**src/rtl/hostreg_chan.sv**
```systemverilog
module hostreg_chan #(
  parameter int AW = 15,
  parameter int DW = 16
) (
  input  logic          clk,
  input  logic          rst_n,
  input  logic          reg_wr,
  input  logic [1:0]    reg_sel,
  input  logic [31:0]   reg_wdata,
  output logic [31:0]   status_o,
  output logic          eng_req,
  output logic          eng_write,
  output logic [AW-1:0] eng_addr,
  output logic [DW-1:0] eng_wdata,
  input  logic          eng_ack,
  input  logic          eng_done,
  input  logic [DW-1:0] eng_rdata,
  input  logic          eng_busy
);
  localparam int SW = DW + 6;

  typedef enum logic [2:0] {
    S_IDLE = 3'd0,
    S_REQ  = 3'd2,
    S_WFDI = 3'd4,
    S_WFVC = 3'd6
  } st_t;

  st_t           st;
  logic          pend, init_q, wr_q;
  logic [AW-1:0] addr_q;
  logic [DW-1:0] wdat_q, rdat_q;

  logic cmd_hit, vclr_hit, init_hit;
  assign cmd_hit  = reg_wr && reg_sel == 2'd0;
  assign vclr_hit = reg_wr && reg_sel == 2'd1 && reg_wdata[0];
  assign init_hit = reg_wr && reg_sel == 2'd2;

  always_ff @(posedge clk) begin
    if (!rst_n) begin
      st     <= S_IDLE;
      pend   <= 1'b0;
      init_q <= 1'b0;
      wr_q   <= 1'b0;
      addr_q <= '0;
      wdat_q <= '0;
      rdat_q <= '0;
    end else begin
      if (init_hit) init_q <= reg_wdata[0];
      unique case (st)
        S_IDLE: if (cmd_hit) begin
          st     <= S_REQ;
          pend   <= 1'b1;
          wr_q   <= reg_wdata[31];
          addr_q <= reg_wdata[16 +: AW];
          wdat_q <= reg_wdata[DW-1:0];
        end
        S_REQ: if (eng_ack) begin
          st   <= S_WFDI;
          pend <= 1'b0;
        end
        S_WFDI: if (eng_done) begin
          if (wr_q) st <= S_IDLE;
          else begin
            st     <= S_WFVC;
            rdat_q <= eng_rdata;
          end
        end
        S_WFVC: if (vclr_hit) st <= S_IDLE;
        default: st <= S_IDLE;
      endcase
    end
  end

  assign eng_req   = st == S_REQ;
  assign eng_write = wr_q;
  assign eng_addr  = addr_q;
  assign eng_wdata = wdat_q;

  logic [SW-1:0] stat;
  assign stat = {init_q, ~eng_busy, pend, st, rdat_q};
  assign status_o = {{(32-SW){1'b0}}, stat};
endmodule

```
**config.mk**
```make
export PLATFORM = sky130hd
export DESIGN_NAME = hostreg_chan
export DESIGN_NICKNAME = d
export VERILOG_FILES = /design/src/rtl/hostreg_chan.sv
export SDC_FILE = /design/constraint.sdc
export NUM_CORES = 1
export LEC_CHECK = 0
export BUFFER_PORTS_ARGS = -buffer_cell sky130_fd_sc_hd__buf_2
export CORE_AREA = 2 2 72 74
export DETAILED_ROUTE_END_ITERATION = 6
export DIE_AREA = 0 0 74 76
export GPL_ROUTABILITY_DRIVEN = 0
export HOLD_SLACK_MARGIN = 0.06
export PLACE_DENSITY = 0.83
export RECOVER_POWER = 100
export SYNTH_ARGS = -nofsm -noshare
export SYNTH_HDL_FRONTEND = slang
export SYNTH_SLANG_ARGS = --single-unit
```
**constraint.sdc**
```tcl
create_clock -name clk -period 2.2 [get_ports clk]
set_input_delay 0.11 -clock clk [delete_from_list [all_inputs] [get_ports clk]]
set_output_delay 0.11 -clock clk [all_outputs]
set_load 0.02 [all_outputs]
```
# Word-level counts from Yosys, hierarchy flattened
# Index checks and enable logic that the tools add are counted.
dict set report totals {
  mem_bits_rw 0
  wordCells 38
  out_inout_bits 65
  n_memories 0
  latchBits 0
  reg_bits 53
  inputBits 56
  mem_bits_ro 0
}
dict set report op_classes {
  mux 9
  reduce_logical 11
  magnitude_cmp 0
  n_eq_ne 9
  shifts 0
  n_div 0
  bitwise 2
  add_sub_neg 0
  multipliers 0
}
# operator count
set op_table {}
lappend op_table {{$mux 3} 5}
lappend op_table {{$pmux 3 s4} 1}
lappend op_table {{$eq 3x3->1 const B} 2}
lappend op_table {{$ne 2x2->1 const B} 3}
lappend op_table {{$reduce_and 3->1} 2}
lappend op_table {{$logic_and 1x1->1} 4}
lappend op_table {{$reduce_and 4->1} 1}
lappend op_table {{$eq 3x2->1 const B} 1}
lappend op_table {{$logic_not 3->1} 1}
lappend op_table {{$eq 2x1->1 const B} 1}
lappend op_table {{$eq 2x2->1 const B} 1}
lappend op_table {{$logic_not 2->1} 1}
lappend op_table {{$mux 1} 2}
lappend op_table {{$ne 2x1->1 const B} 1}
lappend op_table {{$not 1->1} 2}
lappend op_table {{$pmux 1 s2} 1}
lappend op_table {{$reduce_and 2->1} 1}
lappend op_table {{$reduce_bool 2->1} 1}

# Depth between registers and ports, before layout
# Gate-level depths: netlist (run 1).
dict set report depth {
  ltp_word 5
  depth_mapped 6
}

# Worst setup path before layout (run 1)
# Ideal clock, no wire load.
dict set report synth_timing {
  path_kind {flip-flop to flip-flop}
  startpoint {register st[2]}
  endpoint {register addr_q[0] (netlist: eng_addr[0])}
  setup_time_ns 0.072
  setup_slack_ns 0.701
  path_stages_with_launch 5
  t_arrival_ns 1.428
  required_time_ns 2.128
  path_cell_list {dfxtp_1 buf_2 nor4_4 buf_6 mux2i_1}
}
dict set report synth_via {
  elab_chain_cells 2
}
# item line_no
set synth_rtl {}
lappend synth_rtl {{start: declaration} 29} ;# st_t st;
lappend synth_rtl {{start signal: assignment} 41} ;# st <= S_IDLE;
lappend synth_rtl {{start signal: assignment} 52} ;# st <= S_REQ;
lappend synth_rtl {{start signal: assignment} 59} ;# st <= S_WFDI;
lappend synth_rtl {{$logic_not 3->1} 50} ;# unique case (st)
lappend synth_rtl {{$reduce_and 2->1 (no source line)} -}
lappend synth_rtl {{end signal: assignment} 55} ;# addr_q <= reg_wdata[16 +: AW];
lappend synth_rtl {{end: declaration} 31} ;# logic [AW-1:0] addr_q;
# No other way between the ends.
# A chain may end at the register's enable or synchronous reset.

# Worst setup path after layout (run 1)
dict set report layout_timing {
  startpoint {register st[2]}
  endpoint {register wdat_q[6] (netlist: eng_wdata[6])}
}
dict set report layout_via {
  elab_chain_cells 2
}
# item line_no
set layout_rtl {}
lappend layout_rtl {{$logic_not 3->1} 50}
lappend layout_rtl {{$reduce_and 2->1 (no source line)} -}
lappend layout_rtl {{end signal: assignment} 56} ;# wdat_q <= reg_wdata[DW-1:0];
lappend layout_rtl {{end: declaration} 32} ;# logic [DW-1:0] wdat_q, rdat_q;
# No other way between the ends.

==> run metrics, run 1 <==
status=complete, no violations; Yosys cell types=29; die area=5620 µm²; layout cells sized above 1=0.174; Compound-Gate Fraction of Synth Area=0.0726; Final period util=0.808; Slew Viols, Final=0; global route overflow=0; DR vias=2087; Post-Synth Adder-Cell Area=0; PwrDens=581 nW/µm²; DRC errors left=0; sequential area share after synthesis=0.472; HP Class=in2reg; first-pass GRT wire length=8.36 mm; Yosys Warn Count=0; VDD IR max=0.329 mV; clk sinks=52; vias per std cell=4.53; DR iter-0 viols=78; hold_ws=0.0718 ns; root buf cell=clkbuf_8; setup ws final=0.423 ns; Final Critical Period=1.78 ns; core area=4910 µm²; Synth area leaders=dfxtp_1 47%, nand2_1 17%, mux2i_1 15%; DP HPWL=3.30 mm; Crit Path Category=reg2reg; number of port buffers=109; Critical Path RT=2.42 ns; Worst-Margin Slew=0.893 ns; diode count=0; Site Rows=26; largest family of logic cells by synthesized area=simple AND/OR/NAND/NOR gates; H-tree depth=2; vias in the first global route=1959; XOR/XNOR Fraction of Synth Area=0; Fin Clk Skew=0.00709 ns; top cell type's share of synthesized area=0.472; Setup Fix Bufs, Post-CTS=0; max cap viols=0; Synth Cell Area=2210 µm²; Critical Path Start Type=flop; Die Width=74 µm; crit end category=flop; setup TNS=0 ns; # resized after CTS=0; unrepaired setup endpoints after global routing=no; Die Y-Extent=76 µm; CTS clk-pin slew, worst paths=0.09 ns; WL final=5.27 mm; worst path arrival time=2.00 ns; CTS tree=yes; pin count of the biggest net entering global routing=53; Area growth syn-to-layout=43.1%; worst slack, placed=0.596 ns; Synth Register Bits=52; Cells after Synth=250; Max Root-Sink Buffers=2; remaining antenna violation count=0; GRT Util Overall=0.187; Synth Area in Simple Gates=0.210; antenna violations before repair=0; syn avg cell area=8.82 µm²; effective utilization at floorplan=0.449; WL/cell=11.4 µm; Rel. slew slack=0.405; static leakage=1.26 nW; count of final hold-check violations=0; TritonCTS buffer count=5; FMAX=563 MHz; final-report setup violation count=0; Pre-Repair DR Iteration Count=4; largest area contributor in the netlist=dfxtp_1; worst-path fanout max=12; clock latency on the worst-skew pair=0.29 ns; Final #Nets=446; multiplexer area fraction after synthesis=0.150; I/O pin count=121
-- cell usage after synthesis, drive strengths merged --
| library cell | instances |
|---|---|
| a21boi | 16 |
| a21oi | 2 |
| a311oi | 1 |
| and2 | 1 |
| buf | 21 |
| clkbuf | 10 |
| conb | 1 |
| dfxtp | 52 |
| inv | 2 |
| mux2i | 33 |
| nand2 | 97 |
| nand2b | 1 |
| nand3b | 2 |
| nand4 | 1 |
| nand4b | 1 |
| nand4bb | 1 |
| nor2 | 1 |
| nor2b | 1 |
| nor3 | 1 |
| nor4 | 1 |
| nor4bb | 1 |
| o21a | 1 |
| o21ai | 1 |
| o31a | 1 |
-- critical path, stage by stage (launching register included) --
cell	delay, ns
dfxtp_1	0.42
nor4_4	0.31
clkbuf_1	0.70
mux2i_1	0.27
-- path summary, 6_finish.rpt --
kind,depth (start not counted),from,slack [ns],endpoint
setup reg to reg,3,st[2],0.42,eng_wdata[6]
hold / removal,3,reg_wdata[27],0.07,eng_addr[11]
hold reg to reg,2,eng_addr[14],0.46,eng_addr[14]
setup / recovery,3,st[2],0.42,eng_wdata[6]
-- kinds of logic after synthesis --
kind of cell           after synthesis
flip-flops                          52
multiplexers                        33
other                                1
buffers and inverters               33
AO/OA/AOI/OAI                       22
AND/OR/NAND/NOR                    109
-- report_power, final --
part           internal, mW  switching (mW)  leakage, nW  total [mW]
logic                 0.142           0.159        0.790       0.300
clock network         0.251           0.290       0.0510       0.542
registers             0.971          0.0212        0.421       0.992
-- final cells by class --
type | instances | area [µm²]
clock inverter | 2 | 10.0
timing repair buffer | 154 | 925
sequential | 52 | 1040
multi-input combinational | 175 | 1000
clock buffer | 6 | 82.6
fill | 435 | 1760
inverter | 2 | 7.51
tap | 70 | 87.6
-- metal layers --
metal  up-vias  GRT usage  part of all wire
met5         -          0                 0
met4         0     0.0455             0.012
met3         8     0.0529             0.070
met2        79      0.345              0.50
met1       938      0.206              0.42
li1       1062          -                 -
-- metrics by stage --
| stage | utilization | cells | area, µm² | power, mW |
|---|---|---|---|---|
| 5_1_grt | 0.642 | 461 | 3160 | 1.92 |
| 2_1_floorplan | - | 260 | 2240 | 1.19 |
| 3_5_place_dp | 0.555 | 412 | 2730 | 1.26 |
| 4_1_cts | 0.657 | 461 | 3230 | 1.86 |
| 3_3_place_gp | 0.555 | 412 | 2730 | 1.26 |
| 6_report | 0.642 | 461 | 3160 | 1.83 |
-- sequential cells by signal (all words and copies together), names as in the netlist --
register   flops
init_q         1
st             2
pend           1
eng_wdata     16
eng_write      1
eng_addr      15
rdat_q        16
-- layout by cell type (no fill, tap or decap), types with 2 or more instances in the layout --
cell type | netlist | final
nand2_1 | 97 | 97
buf_2 | 2 | 55
clkbuf_1 | 9 | 55
dfxtp_1 | 52 | 52
dlygate4sd3_1 | 0 | 41
mux2i_1 | 33 | 33
a21boi_0 | 12 | 16
conb_1 | 1 | 11
clkbuf_8 | 0 | 6
inv_1 | 2 | 2
a21oi_1 | 2 | 2
nand3b_1 | 2 | 2
clkinv_2 | 0 | 2
-- repair_timing --
action                                  CTS  global route
hold buffers                             41             0
endpoints found under the setup margin    0             0
hold endpoints to repair                 41             0
Note: power is estimated with default switching activity, not from simulation.
==> inputs of run 2 (changes only) <==
- CORE_AREA: 2 2 72 74 -> 2 2 78 80
- DIE_AREA: 0 0 74 76 -> 0 0 80 82
- PLACE_DENSITY: 0.83 -> 0.75
- clock period: 2.2 -> 1.5 ns (I/O delays scaled with it)
==> run 2 against run 1 <==
  * Clock power increased by 48%
  * Final cell count increased by 3.7%
  * Non-clock buffer count increased by 12
  * Die area increased by 17%
  * Sequential cell count unchanged
  * Critical endpoint is now eng_addr[0]
  * Highest routed layer unchanged
==> run metrics, run 2 (same netlist as run 1, synthesis figures left out) <==
number of port buffers=109 (unchanged); H-tree depth=2 (unchanged); root buf cell=clkbuf_8; first-pass GRT wire length=8.47 mm (+1.3%); sequential share of power=0.532 (-0.009); DP HPWL=3.46 mm (+4.7%); crit-path cells=nor4_4 -> buf_12 -> mux2i_1; vias per std cell=4.45 (-1.7%); Final #Nets=458 (+2.7%); remaining antenna violation count=0 (unchanged); Crit Path Category=reg2reg; CTS tree=yes; Final Critical Period=1.31 ns (-0.470 ns); WL/cell=11.8 µm (+2.8%); die area=6560 µm² (+17%); Filler cells=540 (+24%); DR vias=2127 (+1.9%); count of final hold-check violations=0 (unchanged); Final Cell Area=3290 µm² (+4.3%); Die Width=80 µm (+8.1%); worst path arrival time=1.53 ns (-0.47 ns); pin count of the biggest net entering global routing=39 (-26%); CTS clk-pin slew, worst paths=0.09 ns (about the same); most frequent cells in the layout=97 x nand2_1, 57 x clkbuf_1, 55 x buf_2, 52 x dfxtp_1, 49 x dlygate4sd3_1; Clock Power Share=0.293 (-0.002); Final period util=0.871 (+0.0634); I/O pin count=121 (unchanged); DR iter-0 viols=55 (-29%); status=complete, no violations; DRC errors left=0 (unchanged); VDD IR max=0.427 mV (+30%); vias in the first global route=1980 (+1.1%); PwrDens=829 nW/µm² (+43%); worst-path fanout max=29 (+17); Critical Path RT=1.72 ns (-0.70 ns); Site Rows=28 (+7.7%); slowest CP cell=dfxtp_1; # resized after CTS=0 (unchanged); FMAX=765 MHz (+36%); effective utilization at floorplan=0.384 (-0.0651); antenna violations before repair=0 (unchanged); clock latency on the worst-skew pair=0.29 ns (about the same); layout cells sized above 1=0.171 (-0.00270); unrepaired setup endpoints after global routing=no; setup TNS=0 ns (unchanged); Fin Clk Skew=0.00434 ns (-0.00275 ns); clk sinks=52 (unchanged); Slew Viols, Final=0 (unchanged); dpl cell area=2790 µm² (+2.2%); HP Class=in2reg; Comb pwr share=0.175 (+0.011); WL final=5.62 mm (+6.6%); diode count=0 (unchanged); final-report setup violation count=0 (unchanged); most common cell after layout, fill and taps aside=nand2_1; TritonCTS buffer count=5 (unchanged); Psw=0.694 mW (+48%); internal power=2.03 mW (+49%); core area=5750 µm² (+17%); global route overflow=0 (unchanged); Max Root-Sink Buffers=2 (unchanged); max cap viols=0 (unchanged); delay-heaviest family, CP=flip-flops; CP Buf/Inv Count=1 (unchanged); Area growth syn-to-layout=49.2%; static leakage=1.32 nW (+4.6%); GRT Util Overall=0.165 (-0.0221); Pre-Repair DR Iteration Count=4 (unchanged); slowest cell delay on critical path=0.37 ns (-0.33 ns); Die Y-Extent=82 µm (+7.9%); Critical Path Start Type=flop; crit end category=flop; switch share=0.254 (-0.00202)
## run 2: cell count changes in the layout (fill, tap and decap cells not counted), sizes merged
cell / before / now
buf: 57 / 62
clkbuf: 62 / 63
clkinv: 2 / 0
dlygate4sd3: 41 / 49
## run 2: timing repair
item,4_1_cts,5_1_grt
buffers inserted,0,0
hold buffers,49,0
hold endpoints to repair,49,0
## run 2: power groups by stage
stage                     clock network [mW]  logic, mW  registers (mW)
after floorplan                            0      0.211            1.53
after global placement                     0      0.385            1.48
after detailed placement                   0      0.392            1.48
after CTS                              0.840      0.489            1.45
after global routing                   0.886      0.521            1.46
final                                  0.800      0.478            1.45
## run 2: final cells by class
cell class | instances | area [µm²] | area share
Clock buffer | 8 | 90.1 | 0.0274
Inverter | 2 | 7.51 | 0.00228
Multi-Input combinational cell | 175 | 996 | 0.303
Sequential cell | 52 | 1040 | 0.316
Tap cell | 75 | 93.8 | 0.0285
Timing Repair Buffer | 166 | 1060 | 0.323
## run 2: layer usage
metal  vias up  GRT usage  share of wire
li1       1082          -              -
met1       961      0.176           0.41
met2        78      0.320           0.52
met3         6     0.0374          0.055
met4         0     0.0559          0.011
met5         -          0              0
## run 2: metrics by stage
step	instances	utilization	setup WS, ns	power, mW	hold WS, ns
6_report	478	0.573	0.193	2.73	0.114
5_1_grt	478	0.573	0.0452	2.86	0.137
4_1_cts	478	0.586	0.170	2.78	0.0939
3_5_place_dp	421	0.485	0.195	1.87	0.327
3_3_place_gp	421	0.485	0.269	1.87	0.321
2_1_floorplan	260	-	0.000607	1.74	0.194
## run 2: worst paths after layout
check	start	slack [ns]	cells after the start	to
worst max-delay path	st[2]	0.19	3	eng_addr[0]
worst min-delay path	eng_ack	0.11	4	st[1]
worst min register to register	eng_wdata[13]	0.46	2	eng_wdata[13]
worst max register to register	st[2]	0.19	3	eng_addr[0]
## run 2: worst register-to-register path: cells and delay by family (launching register included)
kind / cells / cell delay [ns]
AND/OR/NAND/NOR: 1 / 0.36
multiplexers: 1 / 0.24
buffers and inverters: 1 / 0.27
flip-flops: 1 / 0.37
==> inputs of run 3 (changes only) <==
- PLACE_DENSITY: 0.75 -> 0.71
==> run 3 against run 2 <==
  * Clock skew barely moved
  * Critical path type unchanged
  * Non-clock buffer count is 1 lower
  * Critical endpoint unchanged
  * First-iteration DRC count rose by 33%
==> run metrics, run 3 (same netlist as run 1, synthesis figures left out) <==
unrepaired setup endpoints after global routing=no; FMAX=735 MHz (-4.0%); count of final hold-check violations=0 (unchanged); Psw=0.707 mW (+1.9%); clock latency on the worst-skew pair=0.30 ns (about the same); global route overflow=0 (unchanged); vias per std cell=4.43 (-0.40%); WL/cell=11.8 µm (about the same); TritonCTS buffer count=5 (unchanged); Area growth syn-to-layout=49.7%; crit-path cells=nor4_4 -> buf_12 -> mux2i_1; HP Class=in2reg; Clock Power Share=0.295 (+0.002); final-report setup violation count=0 (unchanged); Comb pwr share=0.173 (-0.002); setup ws final=0.139 ns (-0.0539 ns); max cap viols=0 (unchanged); setup TNS=0 ns (unchanged); core area=5750 µm² (unchanged); total power=2.73 mW (+0.24%); DR iter-0 viols=73 (+33%); diode count=0 (unchanged); worst-path fanout max=15 (-48%); Critical Path Start Type=flop; status=complete, no violations; cts-stage hold buffer count=49 (unchanged); switch share=0.259 (+0.00432); H-tree depth=2 (unchanged); crit end category=flop; Final Critical Period=1.36 ns (+0.0539 ns); Placed Instances=420 (-0.24%); Site Rows=28 (unchanged); Fin Clk Skew=0.00456 ns (+0.000220 ns); antenna violations before repair=0 (unchanged); PwrDens=828 nW/µm² (about the same); die area=6560 µm² (unchanged); dpl cell area=2790 µm² (+0.18%); clk sinks=52 (unchanged); CTS clk-pin slew, worst paths=0.09 ns (about the same); fin util=0.575 (+0.00196); root buf cell=clkbuf_8; CTS tree=yes; Die Width=80 µm (unchanged); VDD IR max=0.474 mV (+11%); most frequent cells in the layout=97 x nand2_1, 54 x buf_2, 54 x clkbuf_1, 52 x dfxtp_1, 49 x dlygate4sd3_1; Critical Path RT=1.73 ns (about the same); Slew Viols, Final=0 (unchanged); effective utilization at floorplan=0.384 (unchanged); number of port buffers=109 (unchanged); internal power=2.03 mW (-0.34%); DP HPWL=3.44 mm (-0.32%); Setup Fix Bufs, Post-CTS=0 (unchanged); Max Root-Sink Buffers=2 (unchanged); static leakage=1.33 nW (+0.42%); DRC errors left=0 (unchanged); I/O pin count=121 (unchanged); # resized after CTS=0 (unchanged); Cell Count, Final, Fillers Out=477 (-0.21%); Final period util=0.907 (+0.0359); layout cells sized above 1=0.177 (+0.00540); slowest cell delay on critical path=0.44 ns (+0.07 ns); worst path arrival time=1.59 ns (+0.06 ns); Die Y-Extent=82 µm (unchanged); GRT Util Overall=0.164 (-0.00155); hold_ws=0.109 ns (-0.00481 ns); Final #Nets=457 (-0.22%); Crit Path Category=reg2reg; WL final=5.61 mm (-0.20%); slowest CP cell=nor4_4; pin count of the biggest net entering global routing=31 (-21%); DR vias=2114 (-0.61%); sequential share of power=0.532 (about the same); worst slack, placed=0.135 ns (-0.0600 ns); remaining antenna violation count=0 (unchanged); Final Cell Area=3300 µm² (+0.34%); most common cell after layout, fill and taps aside=nand2_1; vias in the first global route=1968 (-0.61%); first-pass GRT wire length=8.46 mm (-0.17%); Pre-Repair DR Iteration Count=4 (unchanged)
[run 3: cell types whose count changed in the layout (fill, tap and decap cells not counted)]
cell | previous run | this run
buf_12 | 3 | 4
buf_2 | 55 | 54
clkbuf_2 | 0 | 1
clkinv_2 | 0 | 2
clkbuf_1 | 57 | 54
a21boi_1 | 3 | 1
a21boi_0 | 13 | 15
buf_4 | 4 | 3
[run 3: path summary, 6_finish.rpt]
path | slack [ns] | to | startpoint | cells past startpoint
worst max register to register | 0.14 | eng_addr[0] | st[1] | 3
worst min-delay path | 0.11 | st[1] | eng_ack | 4
worst min register to register | 0.46 | rdat_q[6] | rdat_q[6] | 2
worst max-delay path | 0.14 | eng_addr[0] | st[1] | 3
[run 3: layout make-up]
type	instances	area [µm²]
fill	550	2440
timing repair buffer	165	1070
multi-input combinational	175	996
inverter	2	7.51
clock inverter	2	10.0
tap	75	93.8
sequential	52	1040
clock buffer	6	82.6
[run 3: layer usage]
metal	wire, µm	global-route usage	vias up	part of all wire
li1	-	-	1081	-
met1	2260	0.178	941	0.40
met2	2910	0.306	82	0.52
met3	366	0.0440	10	0.065
met4	65	0.0559	0	0.012
met5	0	0	-	0
[run 3: power groups by stage]
stage / clock (mW) / combinational (mW) / sequential, mW
3_3_place_gp: 0 / 0.382 / 1.48
4_1_cts: 0.849 / 0.487 / 1.45
6_report: 0.806 / 0.474 / 1.45
2_1_floorplan: 0 / 0.211 / 1.53
3_5_place_dp: 0 / 0.388 / 1.48
5_1_grt: 0.915 / 0.517 / 1.46
[run 3: critical path, delay by kind of cell (launching register included)]
family                 cells  cell delay (ns)
and+or+nand+nor            1             0.44
buffers and inverters      1             0.22
muxes                      1             0.21
DFF                        1             0.42
